==> src/rtl/rcr_pkg.sv <==
package rcr_pkg;

  typedef enum logic [1:0] {
    FR_IDLE  = 2'd0,
    FR_START = 2'd1,
    FR_DATA  = 2'd2
  } fr_state_e;

endpackage

==> src/rtl/rcr_sync.sv <==
module rcr_sync #(
  parameter int              WIDTH   = 2,
  parameter logic [WIDTH-1:0] RST_VAL = '0
) (
  input  logic             clk,
  input  logic             rst_n,
  input  logic [WIDTH-1:0] d,
  output logic [WIDTH-1:0] q
);

  logic [WIDTH-1:0] meta_q;
  logic [WIDTH-1:0] sync_q;

  for (genvar i = 0; i < WIDTH; i++) begin : g_bit
    always_ff @(posedge clk or negedge rst_n) begin
      if (!rst_n) begin
        meta_q[i] <= RST_VAL[i];
        sync_q[i] <= RST_VAL[i];
      end else begin
        meta_q[i] <= d[i];
        sync_q[i] <= meta_q[i];
      end
    end
  end

  assign q = sync_q;

endmodule

==> src/rtl/rcr_framer.sv <==
module rcr_framer
  import rcr_pkg::*;
#(
  parameter int DATA_BITS = 8,
  parameter int CNT_W     = 16
) (
  input  logic                 clk,
  input  logic                 rst_n,
  input  logic                 clr,
  input  logic                 rx,
  input  logic [CNT_W-1:0]     bit_period,
  output logic                 char_valid,
  output logic [DATA_BITS-1:0] char_data
);

  localparam int IDX_W = (DATA_BITS > 1) ? $clog2(DATA_BITS) : 1;

  fr_state_e            state_q, state_d;
  logic [CNT_W-1:0]     cnt_q, cnt_d;
  logic [IDX_W-1:0]     idx_q, idx_d;
  logic [DATA_BITS-1:0] sh_q, sh_d;
  logic                 prev_q;
  logic                 valid_q, valid_d;
  logic [CNT_W-1:0]     half_cnt;

  assign half_cnt = bit_period >> 1;

  always_comb begin
    state_d = state_q;
    cnt_d   = cnt_q;
    idx_d   = idx_q;
    sh_d    = sh_q;
    valid_d = 1'b0;
    if (clr) begin
      state_d = FR_IDLE;
      cnt_d   = '0;
      idx_d   = '0;
    end else begin
      case (state_q)
        FR_IDLE: begin
          if (prev_q && !rx) begin
            state_d = FR_START;
            cnt_d   = '0;
          end
        end
        FR_START: begin
          if (cnt_q == half_cnt - CNT_W'(1)) begin
            cnt_d = '0;
            idx_d = '0;
            if (!rx) state_d = FR_DATA;
            else     state_d = FR_IDLE;
          end else begin
            cnt_d = cnt_q + CNT_W'(1);
          end
        end
        FR_DATA: begin
          if (cnt_q == bit_period - CNT_W'(1)) begin
            cnt_d = '0;
            sh_d  = {rx, sh_q[DATA_BITS-1:1]};
            if (idx_q == IDX_W'(DATA_BITS - 1)) begin
              valid_d = 1'b1;
              state_d = FR_IDLE;
            end else begin
              idx_d = idx_q + IDX_W'(1);
            end
          end else begin
            cnt_d = cnt_q + CNT_W'(1);
          end
        end
        default: state_d = FR_IDLE;
      endcase
    end
  end

  always_ff @(posedge clk or negedge rst_n) begin
    if (!rst_n) begin
      state_q <= FR_IDLE;
      cnt_q   <= '0;
      idx_q   <= '0;
      sh_q    <= '0;
      prev_q  <= 1'b1;
      valid_q <= 1'b0;
    end else begin
      state_q <= state_d;
      cnt_q   <= cnt_d;
      idx_q   <= idx_d;
      sh_q    <= sh_d;
      prev_q  <= rx;
      valid_q <= valid_d;
    end
  end

  assign char_valid = valid_q;
  assign char_data  = sh_q;


  valid_pulse_chk: assert property (@(posedge clk) disable iff (!rst_n)
    valid_q |=> !valid_q);


  start_reject_chk: assert property (@(posedge clk) disable iff (!rst_n)
    (state_q == FR_START && !clr && cnt_q == half_cnt - CNT_W'(1) && rx) |=> (state_q == FR_IDLE));

endmodule

==> src/rtl/rcr_char_buf.sv <==
module rcr_char_buf #(
  parameter int DATA_BITS = 8
) (
  input  logic                 clk,
  input  logic                 rst_n,
  input  logic                 clr,
  input  logic                 load,
  input  logic [DATA_BITS-1:0] load_data,
  input  logic                 rd_rise,
  output logic                 full,
  output logic                 bit_out,
  output logic                 overrun
);

  localparam int CHAR_BITS = DATA_BITS + 1;
  localparam int PTR_W     = $clog2(CHAR_BITS);

  logic [CHAR_BITS-1:0] store_q, store_d;
  logic [PTR_W-1:0]     ptr_q, ptr_d;
  logic                 full_q, full_d;
  logic                 out_q, out_d;
  logic                 ovr_q, ovr_d;
  logic                 last_bit;

  assign last_bit = (ptr_q == PTR_W'(CHAR_BITS - 1));

  always_comb begin
    store_d = store_q;
    ptr_d   = ptr_q;
    full_d  = full_q;
    out_d   = out_q;
    ovr_d   = ovr_q;
    if (clr) begin
      full_d = 1'b0;
      ptr_d  = '0;
    end else begin
      if (full_q && rd_rise) begin
        out_d = store_q[ptr_q];
        if (last_bit) begin
          full_d = 1'b0;
          ptr_d  = '0;
        end else begin
          ptr_d = ptr_q + PTR_W'(1);
        end
      end
      if (load) begin
        if (!full_q) begin
          store_d = {load_data, 1'b0};
          full_d  = 1'b1;
          ptr_d   = '0;
        end else begin
          ovr_d = 1'b1;
        end
      end
    end
  end

  always_ff @(posedge clk or negedge rst_n) begin
    if (!rst_n) begin
      store_q <= '0;
      ptr_q   <= '0;
      full_q  <= 1'b0;
      out_q   <= 1'b1;
      ovr_q   <= 1'b0;
    end else begin
      store_q <= store_d;
      ptr_q   <= ptr_d;
      full_q  <= full_d;
      out_q   <= out_d;
      ovr_q   <= ovr_d;
    end
  end

  assign full    = full_q;
  assign bit_out = out_q;
  assign overrun = ovr_q;


  overrun_sticky_chk: assert property (@(posedge clk) disable iff (!rst_n)
    ovr_q |=> ovr_q);


  keep_older_chk: assert property (@(posedge clk) disable iff (!rst_n)
    (load && full_q && !clr) |=> $stable(store_q));


  empty_after_ninth_chk: assert property (@(posedge clk) disable iff (!rst_n)
    (rd_rise && full_q && last_bit) |=> !full_q);


  idle_read_chk: assert property (@(posedge clk) disable iff (!rst_n)
    (rd_rise && !full_q) |=> $stable(out_q));

endmodule

==> src/rtl/rcr_mode_ctl.sv <==
module rcr_mode_ctl #(
  parameter int TMO_W = 16
) (
  input  logic             clk,
  input  logic             rst_n,
  input  logic             hclk,
  input  logic [TMO_W-1:0] limit,
  output logic             rd_rise,
  output logic             bypass
);

  logic             prev_q;
  logic [TMO_W-1:0] hcnt_q, hcnt_d;
  logic             byp_q, byp_d;
  logic             at_limit;

  assign at_limit = (hcnt_q == limit);

  always_comb begin
    hcnt_d = hcnt_q;
    byp_d  = byp_q;
    if (!hclk) begin
      hcnt_d = '0;
      byp_d  = 1'b0;
    end else begin
      if (!at_limit) hcnt_d = hcnt_q + TMO_W'(1);
      if (at_limit)  byp_d  = 1'b1;
    end
  end

  always_ff @(posedge clk or negedge rst_n) begin
    if (!rst_n) begin
      prev_q <= 1'b0;
      hcnt_q <= '0;
      byp_q  <= 1'b0;
    end else begin
      prev_q <= hclk;
      hcnt_q <= hcnt_d;
      byp_q  <= byp_d;
    end
  end

  assign rd_rise = hclk && !prev_q;
  assign bypass  = byp_q;


  leave_bypass_chk: assert property (@(posedge clk) disable iff (!rst_n)
    !hclk |=> !byp_q);


  short_pulse_chk: assert property (@(posedge clk) disable iff (!rst_n)
    (!byp_q && !at_limit) |=> !byp_q);

endmodule

==> src/rtl/rx_char_retimer.sv <==
module rx_char_retimer #(
  parameter int DATA_BITS = 8,
  parameter int CNT_W     = 16,
  parameter int TMO_W     = 16
) (
  input  logic             clk,
  input  logic             rst_n,
  input  logic [CNT_W-1:0] bit_period,
  input  logic [TMO_W-1:0] bypass_limit,
  input  logic             raw_in,
  input  logic             host_clk,
  output logic             data_out,
  output logic             ready_n,
  output logic             overrun
);

  logic                 rst_meta_q, rst_n_i;
  logic [1:0]           sync_out;
  logic                 raw_s, hclk_s;
  logic                 rd_rise, bypass;
  logic                 char_valid;
  logic [DATA_BITS-1:0] char_data;
  logic                 buf_full, buf_bit;

  always_ff @(posedge clk or negedge rst_n) begin
    if (!rst_n) begin
      rst_meta_q <= 1'b0;
      rst_n_i    <= 1'b0;
    end else begin
      rst_meta_q <= 1'b1;
      rst_n_i    <= rst_meta_q;
    end
  end

  rcr_sync #(.WIDTH(2), .RST_VAL(2'b10)) u_sync (
    .clk   (clk),
    .rst_n (rst_n_i),
    .d     ({raw_in, host_clk}),
    .q     (sync_out)
  );

  assign raw_s  = sync_out[1];
  assign hclk_s = sync_out[0];

  rcr_mode_ctl #(.TMO_W(TMO_W)) u_mode (
    .clk     (clk),
    .rst_n   (rst_n_i),
    .hclk    (hclk_s),
    .limit   (bypass_limit),
    .rd_rise (rd_rise),
    .bypass  (bypass)
  );

  rcr_framer #(.DATA_BITS(DATA_BITS), .CNT_W(CNT_W)) u_framer (
    .clk        (clk),
    .rst_n      (rst_n_i),
    .clr        (bypass),
    .rx         (raw_s),
    .bit_period (bit_period),
    .char_valid (char_valid),
    .char_data  (char_data)
  );

  rcr_char_buf #(.DATA_BITS(DATA_BITS)) u_buf (
    .clk       (clk),
    .rst_n     (rst_n_i),
    .clr       (bypass),
    .load      (char_valid),
    .load_data (char_data),
    .rd_rise   (rd_rise),
    .full      (buf_full),
    .bit_out   (buf_bit),
    .overrun   (overrun)
  );

  assign ready_n  = !buf_full;
  assign data_out = bypass ? raw_s : buf_bit;


  bypass_ready_chk: assert property (@(posedge clk) disable iff (!rst_n_i)
    bypass |=> ready_n);


  ready_on_capture_chk: assert property (@(posedge clk) disable iff (!rst_n_i)
    (char_valid && ready_n && !bypass) |=> !ready_n);

endmodule

==> config.mk <==
export PLATFORM = sky130hd
export DESIGN_NAME = rx_char_retimer
export DESIGN_NICKNAME = d
export VERILOG_FILES = /design/src/rtl/rcr_pkg.sv /design/src/rtl/rcr_sync.sv /design/src/rtl/rcr_framer.sv /design/src/rtl/rcr_char_buf.sv /design/src/rtl/rcr_mode_ctl.sv /design/src/rtl/rx_char_retimer.sv
export SDC_FILE = /design/constraint.sdc
export NUM_CORES = 1
export LEC_CHECK = 0
export BUFFER_PORTS_ARGS = -buffer_cell sky130_fd_sc_hd__buf_2
export CORE_UTILIZATION = 40
export DETAILED_ROUTE_END_ITERATION = 8
export MAX_ROUTING_LAYER = met4
export PLACE_DENSITY = 0.65
export SLEW_MARGIN = 10
export SYNTH_ARGS = -nofsm -noshare
export SYNTH_HDL_FRONTEND = slang
export SYNTH_SLANG_ARGS = --single-unit
==> constraint.sdc <==
create_clock -name clk -period 6.7 [get_ports clk]
set_clock_uncertainty 0.15 [all_clocks]
set_input_delay 0.335 -clock clk [delete_from_list [all_inputs] [get_ports clk]]
set_output_delay 0.335 -clock clk [all_outputs]
set_load 0.02 [all_outputs]
==> run summary, run 1 <==
Summed over all failing endpoints, the final setup total negative slack is 0 ns. The tools report the I/O pin total as 39. sky130_fd_sc_hd__dfrtp_1 takes more of the synthesized area than any other cell. Final-report max-slew violation count: 0. The count of nets left with antenna violations once routing finished came out at 0. Clock latency on the worst-skew pair, taken at its later pin, is 0.34 ns. TritonCTS built the clock tree. For this design the ratio of total power to cell area is 217 nW/µm².

Static timing analysis puts the maximum clock frequency at 0.271 GHz. The final layout contains 568 nets. The largest fanout on the critical path came out at 21. The layout cell share with drive strength beyond 1 came out at 0.202. At the end of routability-driven placement, the weighted congestion stood at 0.884.

STA classifies the critical path startpoint as an input pin. In this run the core area contains 39 standard-cell rows. The normalized max-slew margin came out at 0.252. The first global-routing pass estimated 17,500 µm of wire. Number of standard cells in the final layout excluding fillers: 669.

The detailed placer's ending HPWL is 7350 µm, and the number of fill cells is 1,089. The all-layer global routing usage is 0.181. The final reports fail on design-rule violations.

The average wire per standard cell is 15.0 µm. Setup repair after global routing left no endpoint under its margin. After synthesis, the cell types taking the most area are sky130_fd_sc_hd__dfrtp_1 (35%), sky130_fd_sc_hd__xor2_1 (7.2%), sky130_fd_sc_hd__xnor2_1 (5.7%). The cell type group with the largest total delay on the critical path was compound AO/OA/AOI/OAI gates. Mean area per synthesized cell: 9.61 µm².

For the combined area of the multi-input logic cells, the log shows 2780 µm². The net count after synthesis was 541; the share of synthesized registers carrying an async set or reset was 1.00. Counting every sink on the clock net gives 70.

Traced cell by cell, the critical path runs through buf_2 > inv_1 > ha_1 > nor3b_1 > nand2_1 > xnor2_1 > o32a_1 > o31a_1 > o41ai_4 > a21oi_1 > a221o_1. Register area share after synthesis: 0.370. In this run the static leakage power is 2.42 nW.

The die is 111 µm wide. Relative to the synthesized area, the layout overhead comes to 11.8%. Endpoint type of the worst setup path: a flip-flop.

The share of the clock period used by the worst path is 0.551. The post-layout instance area was 5310 µm²; the total number of vias was 3,727. Cell type of the slowest stage on the worst timing path: sky130_fd_sc_hd__o41ai_4. In this run the deepest clock path goes through 2 buffers.

CTS placed an instance of sky130_fd_sc_hd__clkbuf_16 at the clock tree root. The type of the worst setup path was input pin to flip-flop. Routed wire length: 10,000 µm. TritonCTS created 9 clock buffers. Yosys printed 0 warnings. For the count of routing violations after the opening detailed-route iteration, the log shows 238.

Setup violations remaining at the end of the flow were counted as 0. Die span in y: 111 µm. After synthesis the netlist holds a flip-flop and latch count of 70.

The region available for standard cell placement spans 11,500 µm². Summed over all layers, the global routing overflow is 0. Effective utilization at floorplan: 0.412.

Counting tap cells, the placed design contains a total of 650 instances. The tightest min-delay check is of the input pin to async pin type. The worst-case IR drop observed on VDD is 0.000154 V. Across the whole layout, storage elements account for 1760 µm². The deepest level of the CTS H-tree came out at 3.

The post-cts resize count came out at 0. The die covers 12,300 µm². In this design, the stage delay of the slowest critical-path cell is 0.97 ns. The most instantiated flip-flop cell in the synthesis netlist was sky130_fd_sc_hd__dfrtp_1. The run gives 0 as the number of antenna violations at the first check in global routing. The logs give 0 for the final antenna diode count and 494 for the cell count after synthesis.

The number of global-route vias before repair was 3,694. The run gives 0.461 as the post-layout utilization of the core. Summing all placed instances gives a cell area of 4990 µm². The fraction of post-synthesis cell area in the top cell type by area is 0.348, and the residual DRC count is 2. The transition time of the tightest slew-check pin is 1.12 ns, and the data required time of the critical path is 6.77 ns. During placement, the flow inserted port buffers numbering 38.

The count of unique library cells instantiated by Yosys was 65; the vias per cell was 5.57. The tools report the combined area of all synthesized cells as 4750 µm². The first-pass iteration count of the detailed router came out at 7.

The number of max-cap violations is 0, and the buffers plus inverters on the worst setup path is 2. The worst path arrival time is 3.76 ns, and the number of synthesized flops with an enable pin is 0. The tools report the number of hold violations in the final report as 0. The shortest period the worst path allows works out to 3.69 ns.

Clock-pin slew was measured on the worst setup and hold paths at 0.06 ns. The flow ran to the end, but the final reports show violations. Entering global routing, the biggest net connects 69 pins.
-- routing by layer --
metal / track usage / vias up / wire (µm)
li1: - / 1818 / -
met1: 0.228 / 1812 / 4630
met3: 0.0323 / 8 / 426
met5: - / - / 0
met4: 0.0703 / 0 / 116
met2: 0.290 / 89 / 4870
-- power by group --
part	switching (mW)	internal, mW	total, mW	leakage, nW
clock network	0.181	0.262	0.443	0.132
registers	0.0195	0.438	0.458	0.925
logic	0.163	0.0884	0.251	1.36
total	0.363	0.789	1.15	2.42
-- final timing paths --
path	start	to	slack, ns	cells after the start
worst min-delay path	rst_n	rst_meta_q	0.16	2
worst min register to register	rst_meta_q	rst_n_i	0.20	0
worst max register to register	u_framer.cnt_q[2]	u_framer.cnt_q[7]	3.22	7
min in group clk	rst_meta_q	rst_n_i	0.20	0
worst max-delay path	bit_period[1]	u_framer.cnt_q[7]	3.01	11
max in group asynchronous	rst_n_i	u_framer.cnt_q[13]	5.55	1
-- state kept, by name (all words and copies together) (netlist names), 2 cells and up --
name,count
u_framer.cnt_q,16
u_mode.hcnt_q,16
u_buf.store_q,8
u_framer.char_data,8
u_buf.ptr_q,4
u_framer.idx_q,3
u_framer.state_q,2
u_sync.meta_q,2
u_sync.q,2
-- kinds of logic (layout without fill, tap and decap cells) --
logic type | Yosys count | in the layout | synth area share
flops | 70 | 70 | 0.370
buf+inv | 46 | 78 | 0.0443
mux | 23 | 23 | 0.0569
other cells | 1 | 1 | 0.000790
compound gates | 81 | 81 | 0.135
fa+ha+maj | 11 | 11 | 0.0290
simple gates | 192 | 192 | 0.235
xor+xnor | 70 | 70 | 0.129
-- metrics by stage --
| step | hold slack, ns | power (mW) | setup slack, ns |
|---|---|---|---|
| after floorplan | -0.111 | 0.653 | 3.59 |
| after global placement | -0.0303 | 0.703 | 2.80 |
| after detailed placement | -0.0266 | 0.712 | 2.67 |
| after CTS | 0.143 | 1.17 | 3.02 |
| after global routing | 0.171 | 1.22 | 2.67 |
| final | 0.163 | 1.15 | 3.01 |
-- synth_stat cells, types with 4 or more instances --
| library cell | instances |
|---|---|
| sky130_fd_sc_hd__a211oi_1 | 5 |
| sky130_fd_sc_hd__a21o_1 | 12 |
| sky130_fd_sc_hd__a21oi_1 | 7 |
| sky130_fd_sc_hd__a221oi_1 | 15 |
| sky130_fd_sc_hd__a31o_2 | 5 |
| sky130_fd_sc_hd__a31oi_1 | 4 |
| sky130_fd_sc_hd__and2_1 | 15 |
| sky130_fd_sc_hd__and3_1 | 8 |
| sky130_fd_sc_hd__buf_2 | 6 |
| sky130_fd_sc_hd__clkbuf_1 | 16 |
| sky130_fd_sc_hd__dfrtp_1 | 66 |
| sky130_fd_sc_hd__dfstp_2 | 4 |
| sky130_fd_sc_hd__ha_1 | 11 |
| sky130_fd_sc_hd__inv_1 | 19 |
| sky130_fd_sc_hd__mux2_2 | 18 |
| sky130_fd_sc_hd__nand2_1 | 36 |
| sky130_fd_sc_hd__nand2b_1 | 14 |
| sky130_fd_sc_hd__nand3_1 | 16 |
| sky130_fd_sc_hd__nand4_1 | 11 |
| sky130_fd_sc_hd__nor2_1 | 29 |
| sky130_fd_sc_hd__nor2b_1 | 7 |
| sky130_fd_sc_hd__nor3_1 | 10 |
| sky130_fd_sc_hd__nor4_1 | 9 |
| sky130_fd_sc_hd__o21ai_0 | 8 |
| sky130_fd_sc_hd__or2_2 | 8 |
| sky130_fd_sc_hd__or3_1 | 4 |
| sky130_fd_sc_hd__xnor2_1 | 31 |
| sky130_fd_sc_hd__xor2_1 | 39 |
-- layout by cell type, fill, tap and decap left out, drive strengths merged, types with 3 or more instances in the layout --
master / instances
dfrtp: 66
buf: 40
xor2: 39
nand2: 36
xnor2: 31
nor2: 29
inv: 21
mux2: 19
nand3: 16
and2: 16
a221oi: 15
nand2b: 14
a21o: 12
nor3: 12
nand4: 11
ha: 11
nor4: 11
clkbuf: 10
o21ai: 10
or2: 8
and3: 8
a21oi: 7
nor2b: 7
a31o: 5
a211oi: 5
or4: 5
or3: 4
a31oi: 4
dfstp: 4
nor3b: 3
o21a: 3
mux2i: 3
a41oi: 3
and4: 3
a221o: 3
clkinvlp: 3
dlygate4sd3: 3
and3b: 3
-- repair_timing --
action	CTS	global route
hold endpoints to repair	4	0
setup buffers	0	0
hold buffers	3	0
-- final cells by class --
| class | count | share of cell area |
|---|---|---|
| Clock inverter | 6 | 0.00848 |
| Timing Repair Buffer | 43 | 0.0443 |
| Tap cell | 143 | 0.0337 |
| Multi-Input combinational cell | 378 | 0.524 |
| Sequential cell | 70 | 0.331 |
| Clock buffer | 10 | 0.0450 |
| Inverter | 19 | 0.0134 |
Note: power is estimated with default switching activity, not from simulation.
==> run 2: changes to the inputs <==
--- a/config.mk
+++ b/config.mk
@@ -9,7 +9,7 @@
 export CORE_UTILIZATION = 40
 export DETAILED_ROUTE_END_ITERATION = 8
 export MAX_ROUTING_LAYER = met4
-export PLACE_DENSITY = 0.65
+export PLACE_DENSITY = 0.67
 export SLEW_MARGIN = 10
 export SYNTH_ARGS = -nofsm -noshare
 export SYNTH_HDL_FRONTEND = slang
==> constraint.sdc (replaced) <==
create_clock -name clk -period 3.3 [get_ports clk]
set_clock_uncertainty 0.15 [all_clocks]
set_input_delay 0.165 -clock clk [delete_from_list [all_inputs] [get_ports clk]]
set_output_delay 0.165 -clock clk [all_outputs]
set_load 0.02 [all_outputs]
==> run 2 against run 1 <==
The run still ends with design-rule violations left. Power rose by 120%. Critical path depth fell by 2. Die area did not move. Clock power rose to 2.5 times the previous value. Utilization rose by 1.6 points. Sequential power rose by 100%. Largest power group is now clock. Worst setup slack got worse by 2.6 ns. Combinational power rose by 110%. First-iteration DRC count rose by 25%. Sequential share of layout area fell by 1.1 points.
==> run summary, run 2 (synthesized netlist as in run 1, its figures left out) <==
For the remaining global-route overflow, the log shows 0 (unchanged). The top cell types in the final layout, fill and taps aside, are sky130_fd_sc_hd__dfrtp_1 (65), sky130_fd_sc_hd__xor2_1 (39), sky130_fd_sc_hd__buf_2 (38). The post-CTS repair timing setup buffer count is 0 (unchanged), and the first-pass iteration count of the detailed router is 7 (unchanged). The effective utilization at floorplan was 0.412 (unchanged); the horizontal extent of the die was 111 µm (unchanged). Most common library cell in the layout ignoring fill and taps: sky130_fd_sc_hd__dfrtp_1. The worst setup slack after placement was 0.225 ns (-2.44 ns). Cell type group with the largest total delay on the critical path: compound AO/OA/AOI/OAI gates.

Clock slew seen by the registers of the worst setup and hold paths: 0.06 ns (about the same). The worst setup path is captured at a flip-flop. The first-pass GRT wire length is 18,300 µm (+4.3%). The clock network latency to the later pin of the worst-skew pair was 0.33 ns (about the same); the least setup slack across all paths after layout was 0.406 ns (-2.60 ns).

For the number of hold violations in the final report, the log shows 0 (unchanged). Cell at the root of the clock tree: sky130_fd_sc_hd__clkbuf_16. The sum of negative setup slack came out at 0 ns (unchanged). Startpoint class of the critical path: a flip-flop.

In the final layout, the registers with the most flip-flops are u_framer.cnt_q x16, u_mode.hcnt_q x16. The number of antenna violations at the first check in global routing was 0 (unchanged). The vias per cell is 5.56 (-0.12%), and the I/O pin total is 39 (unchanged). From synthesis to final layout, the design area changed by 15.6%. The tools report the number of global-route vias before repair as 3,815 (+3.3%). The checks that failed: design-rule violations. The floorplan die area was 12,300 µm² (unchanged); the routed wire length was 10,600 µm (+5.1%). The highest cell delay on the worst timing path works out to 0.50 ns (-0.47 ns).

The average wire per standard cell was 15.4 µm (+2.8%); the total number of vias was 3,806 (+2.1%). Among the stages of the critical path, the cell type that occurs most often is sky130_fd_sc_hd__a221o_1. The detailed placer's ending HPWL was 7690 µm (+4.5%); the global placer's final weighted congestion was 0.920 (+4.0%). The reported leakage power was 2.53 nW (+4.7%); the layout cell share with drive strength beyond 1 was 0.224 (+0.0221).

The post-layout utilization of the core is 0.477 (+0.0158), and the total setup violations reported at the end of the flow is 0 (unchanged). Total clock buffers created by CTS: 9 (unchanged). The total power of the final layout was 2.58 mW (+120%). Number of placement rows: 39 (unchanged). The count of routing violations after the opening detailed-route iteration was 298 (+25%).

The worst path arrival time is 2.95 ns (-0.81 ns), and the final-report max-slew violation count is 0 (unchanged). Timing would allow up to 0.346 GHz. All-layer global routing usage: 0.187 (+0.00571).

The run finished, with violations left. TritonCTS built the clock tree. The flip-flop and latch area is 1760 µm² (unchanged), and the largest net degree at the start of global routing is 32 (-54%). Setup repair after global routing left no endpoint under its margin. The cell area power density came out at 469 nW/µm² (+120%). The share of the clock period used by the worst path was 0.877; the final antenna diode count was 0 (unchanged).

The run gives 11,500 µm² (unchanged) as the floorplan core area. Traced cell by cell, the critical path runs through xnor2_1 > o211ai_1 > a221o_1 > a221oi_1 > nand4_1 > o41ai_4 > buf_4 > a211oi_1 > a221o_1. The number of routed nets with antenna violations is 0 (unchanged). The worst hold path class is flip-flop to async pin. Post-layout instance area: 5490 µm² (+3.4%). The largest fanout on the critical path came out at 20 (-4.8%).

The run gives 0 (unchanged) as the number of max-cap violations. For the cell area after placement, the log shows 5100 µm² (+2.1%). The logs give 0.490 (+0.238) for the normalized max-slew margin and 1,059 (-2.8%) for the number of fill cells. The critical path is of the flip-flop to flip-flop type. The count of port buffers added during placement works out to 38 (unchanged). The data required time of the critical path is 3.36 ns (-3.41 ns). The combined area of the multi-input logic cells was 2790 µm² (+0.13%); the layout net count was 583 (+2.6%). The number of buffers between clock root and the deepest sink is 2 (unchanged).

The residual DRC count was 6 (+4). The maximum vdd drop came out at 0.000335 V (+120%). The die span in y came out at 111 µm (unchanged). The tools report the CTS sink count as 70 (unchanged).

Transition time of the tightest slew-check pin: 0.765 ns (-0.352 ns). Among all stages on the critical path, the largest delay is contributed by sky130_fd_sc_hd__dfrtp_1. For the finished layout, the period the worst path requires is 2.89 ns. The deepest level of the CTS H-tree is 3 (unchanged), and the buffers plus inverters on the worst setup path is 1 (-1).
[run 2: worst reg2reg max path: stages (launching register included)]
cell                       delay (ns)
sky130_fd_sc_hd__dfrtp_1         0.50
sky130_fd_sc_hd__xnor2_1         0.26
sky130_fd_sc_hd__o211ai_1        0.13
sky130_fd_sc_hd__a221o_1         0.27
sky130_fd_sc_hd__a221oi_1        0.32
sky130_fd_sc_hd__nand4_1         0.21
sky130_fd_sc_hd__o41ai_4         0.26
sky130_fd_sc_hd__buf_4           0.30
sky130_fd_sc_hd__a211oi_1        0.11
sky130_fd_sc_hd__a221o_1         0.28
[run 2: final timing paths]
check                                       start                end  slack (ns)  cells after the start
worst max-delay path            u_framer.cnt_q[3]  u_framer.cnt_q[7]        0.41                      9
worst min-delay path                      rst_n_i  u_framer.cnt_q[3]        0.16                      0
worst max register to register  u_framer.cnt_q[3]  u_framer.cnt_q[7]        0.41                      9
worst min register to register            rst_n_i  u_framer.cnt_q[3]        0.16                      0
max in group asynchronous                 rst_n_i        u_sync.q[1]        2.01                      1
min in group clk                       rst_meta_q            rst_n_i        0.20                      0
[run 2: report_power, final]
part	internal (mW)	leakage (nW)	switching, mW
combinational	0.190	1.44	0.332
sequential	0.889	0.925	0.0448
clock	0.742	0.170	0.379
[run 2: timing repair]
action / CTS / global route
gates resized for setup: 0 / 0
hold endpoints to repair: 4 / 0
hold buffers: 4 / 0
[run 2: metal layers]
metal  track usage  share of wire  vias to the layer above
li1              -              -                     1848
met1         0.237           0.46                     1831
met2         0.304           0.48                       99
met3        0.0191          0.034                       28
met4        0.0822          0.029                        0
met5             -              0                        -
[run 2: metrics by stage]
| step | hold slack, ns | cells |
|---|---|---|
| 2_1_floorplan | -0.281 | 494 |
| 3_3_place_gp | -0.198 | 664 |
| 3_5_place_dp | -0.197 | 664 |
| 4_1_cts | 0.189 | 684 |
| 5_1_grt | 0.209 | 684 |
| 6_report | 0.164 | 684 |
[run 2: final cells by class]
class	count	area share
Timing Repair Buffer	58	0.0638
Clock inverter	7	0.0221
Inverter	19	0.0130
Clock buffer	9	0.0410
Tap cell	143	0.0326
Multi-Input combinational cell	378	0.507
Sequential cell	70	0.320
==> run 3: changes to the inputs <==
--- a/config.mk
+++ b/config.mk
@@ -6,10 +6,10 @@
 export NUM_CORES = 1
 export LEC_CHECK = 0
 export BUFFER_PORTS_ARGS = -buffer_cell sky130_fd_sc_hd__buf_2
-export CORE_UTILIZATION = 40
+export CORE_UTILIZATION = 41
 export DETAILED_ROUTE_END_ITERATION = 8
 export MAX_ROUTING_LAYER = met4
-export PLACE_DENSITY = 0.67
+export PLACE_DENSITY = 0.68
 export SLEW_MARGIN = 10
 export SYNTH_ARGS = -nofsm -noshare
 export SYNTH_HDL_FRONTEND = slang
==> run 3 against run 2 <==
The flow now finishes without violations. Power is 6.5% lower. Combinational power is 4.8% higher. Sequential power hardly changed. Fmax decreased by 2.9%. Utilization is 1.3 points higher. Largest cell class unchanged. Non-clock buffer count is the same. Routed wire length down 3.6%.
==> run summary, run 3 (synthesized netlist as in run 1, its figures left out) <==
For the remaining global-route overflow, the log shows 0 (unchanged). The count of routing violations after the opening detailed-route iteration was 207 (-31%). Sum of negative setup slack: 0 ns (unchanged). The area growth from synthesis to layout is 14.2%. The layout cell share with drive strength beyond 1 was 0.215 (-0.00885); the clock network latency to the later pin of the worst-skew pair was 0.32 ns (about the same). The path class of the tightest hold or removal check is flip-flop to async pin. The number of antenna violations at the first check in global routing was 0 (unchanged). In the final layout, the registers with the most flip-flops are u_framer.cnt_q x16, u_mode.hcnt_q x16.

The tools report the total number of vias as 3,761 (-1.2%). The normalized max-slew margin is 0.518 (+0.0284). The tools report the post-cts resize count as 0 (unchanged). For the met3 usage in global routing, the log shows 0.0290 (+0.00991). The deepest level of the CTS H-tree is 3 (unchanged). The logs give 0.244 (+0.00704) for the fraction of met1 tracks used by global routing and 583 (unchanged) for the layout net count. The run gives 12,000 µm² (-2.4%) as the floorplan die area.

Worst path arrival time: 3.03 ns (+0.08 ns). Traced cell by cell, the critical path runs through nor2b_1 > o311ai_0 > nand4_1 > nor4_1 > nand3_1 > nor3_4 > buf_4 > mux2_2. The transition time of the tightest slew-check pin works out to 0.723 ns (-0.0426 ns). The residual DRC count came out at 0 (-6). The kind of cell with the highest combined delay along the critical path is simple AND/OR/NAND/NOR gates.

The worst setup slack after placement came out at 0.213 ns (-0.0120 ns). The total clock buffers created by CTS was 9 (unchanged); the total power of the final layout was 2.41 mW (-6.5%). Top achievable clock speed: 0.336 GHz (-2.9%). The number of routed nets with antenna violations is 0 (unchanged). The final antenna diode count is 0 (unchanged). The first-pass iteration count of the detailed router was 4 (-3); the least setup slack across all paths after layout was 0.320 ns (-0.0858 ns). The CTS sink count was 70 (unchanged). TritonCTS built the clock tree.

The cell area after placement is 5100 µm² (about the same). The horizontal extent of the die works out to 110 µm (-1.2%). The cell area power density is 445 nW/µm² (-5.3%), and the reported leakage power is 2.50 nW (-1.3%). The shortest period the worst path allows was 2.98 ns (+0.0858 ns).

The clock slew seen by the registers of the worst setup and hold paths was 0.06 ns (about the same). Setup repair after global routing left no endpoint under its margin. For the met2 routing resource usage after global routing, the log shows 0.306 (+0.00237). The number of buffers between clock root and the deepest sink was 2 (unchanged); the highest cell delay on the worst timing path was 0.51 ns (about the same). The worst hold slack is 0.173 ns (+0.00911 ns), and the number of instances in the placed design is 661 (-0.45%). The detailed placer's ending HPWL came out at 7470 µm (-2.8%). First-pass GRT wire length: 17,300 µm (-5.0%). The flow ran to the end, and the final reports show no timing, DRC or antenna violations.

For the floorplan core area, the log shows 11,100 µm² (-3.8%). The final-report max-slew violation count is 0 (unchanged), and the number of hold violations in the final report is 0 (unchanged). For the effective utilization at floorplan, the log shows 0.429 (+0.0163). The number of fill cells is 1,028 (-2.9%), and the number of placement rows is 38 (-2.6%).

The maximum vdd drop came out at 0.000321 V (-4.2%). The die span in y is 110 µm (-1.2%), and the average wire per standard cell is 15.0 µm (-3.1%). The run gives 0.190 (+0.00277) as the all-layer global routing usage. The tools report the post-layout utilization of the core as 0.489 (+0.0126). The total setup violations reported at the end of the flow was 0 (unchanged). The routed wire length was 10,200 µm (-3.6%); the I/O pin total was 39 (unchanged). Global placer's final weighted congestion: 0.888 (-3.5%).

The peak-usage layer in the global routing report is met2. The number of max-cap violations is 0 (unchanged), and the vias per cell is 5.53 (-0.60%). The cell at the root of the clock tree is sky130_fd_sc_hd__clkbuf_16.

For the post-layout instance area, the log shows 5420 µm² (-1.3%). The endpoint type of the worst setup path is a flip-flop. Largest fanout on the critical path: 12 (-40%). The worst setup path is launched from a flip-flop. The count of port buffers added during placement was 38 (unchanged). Data required time of the critical path: 3.35 ns (about the same). The tools report the number of global-route vias before repair as 3,699 (-3.0%). Leaving out fill and tap cells, the most frequent cells in the layout are sky130_fd_sc_hd__dfrtp_1 (65), sky130_fd_sc_hd__xor2_1 (39), sky130_fd_sc_hd__buf_2 (38). The slowest stage of the critical path is the sky130_fd_sc_hd__dfrtp_1 cell. Share of the clock period used by the worst path: 0.903 (+0.0260). The largest net degree at the start of global routing came out at 33 (+3.1%). The worst setup path is of the flip-flop to flip-flop kind. Number of standard cells in the final layout excluding fillers: 680 (-0.58%). Leaving out fill and tap cells, the most frequent cell in the layout is sky130_fd_sc_hd__dfrtp_1.

The buffers plus inverters on the worst setup path was 1 (unchanged).
-- run 3: changes by cell type in the layout (fill, tap and decap cells not counted), sizes merged --
| cell | change |
|---|---|
| clkinv | -2 |
| clkbuf | +4 |
| bufinv | -2 |
| inv | -1 |
-- run 3: final cells by class --
type,count,area (µm²),area share
Clock buffer,13,250,0.0462
Clock inverter,2,35.0,0.00646
Inverter,19,71.3,0.0132
Multi-Input combinational cell,378,2780,0.513
Sequential cell,70,1760,0.324
Tap cell,140,175,0.0323
Timing Repair Buffer,58,350,0.0646
-- run 3: repair_timing --
item | in CTS | in global routing
setup buffers | 0 | 0
hold endpoints to repair | 4 | 0
hold buffers | 4 | 0
-- run 3: report_power, final --
part	switching [mW]	internal, mW
combinational	0.333	0.215
clock	0.328	0.600
sequential	0.0450	0.890
total	0.706	1.71
-- run 3: worst reg2reg max path, cell delays in order (launching register included) --
cell                       delay [ns]
sky130_fd_sc_hd__dfrtp_1         0.51
sky130_fd_sc_hd__nor2b_1         0.20
sky130_fd_sc_hd__o311ai_0        0.41
sky130_fd_sc_hd__nand4_1         0.21
sky130_fd_sc_hd__nor4_1          0.46
sky130_fd_sc_hd__nand3_1         0.22
sky130_fd_sc_hd__nor3_4          0.14
sky130_fd_sc_hd__buf_4           0.20
sky130_fd_sc_hd__mux2_2          0.35
-- run 3: final timing paths --
check                                        from               endpoint  slack (ns)  depth (start not counted)
worst min register to register            rst_n_i     u_framer.cnt_q[12]        0.17                          0
worst max register to register  u_framer.cnt_q[2]  u_framer.char_data[6]        0.32                          8
worst max-delay path            u_framer.cnt_q[2]  u_framer.char_data[6]        0.32                          8
min in group clk                       rst_meta_q                rst_n_i        0.20                          0
max in group asynchronous                 rst_n_i          u_buf.bit_out        2.03                          1
worst min-delay path                      rst_n_i     u_framer.cnt_q[12]        0.17                          0
-- run 3: routing by layer --
metal  share of wire  wire, µm
met3           0.036       370
met1            0.47      4800
met4          0.0097        99
met2            0.48      4910
met5               0         0
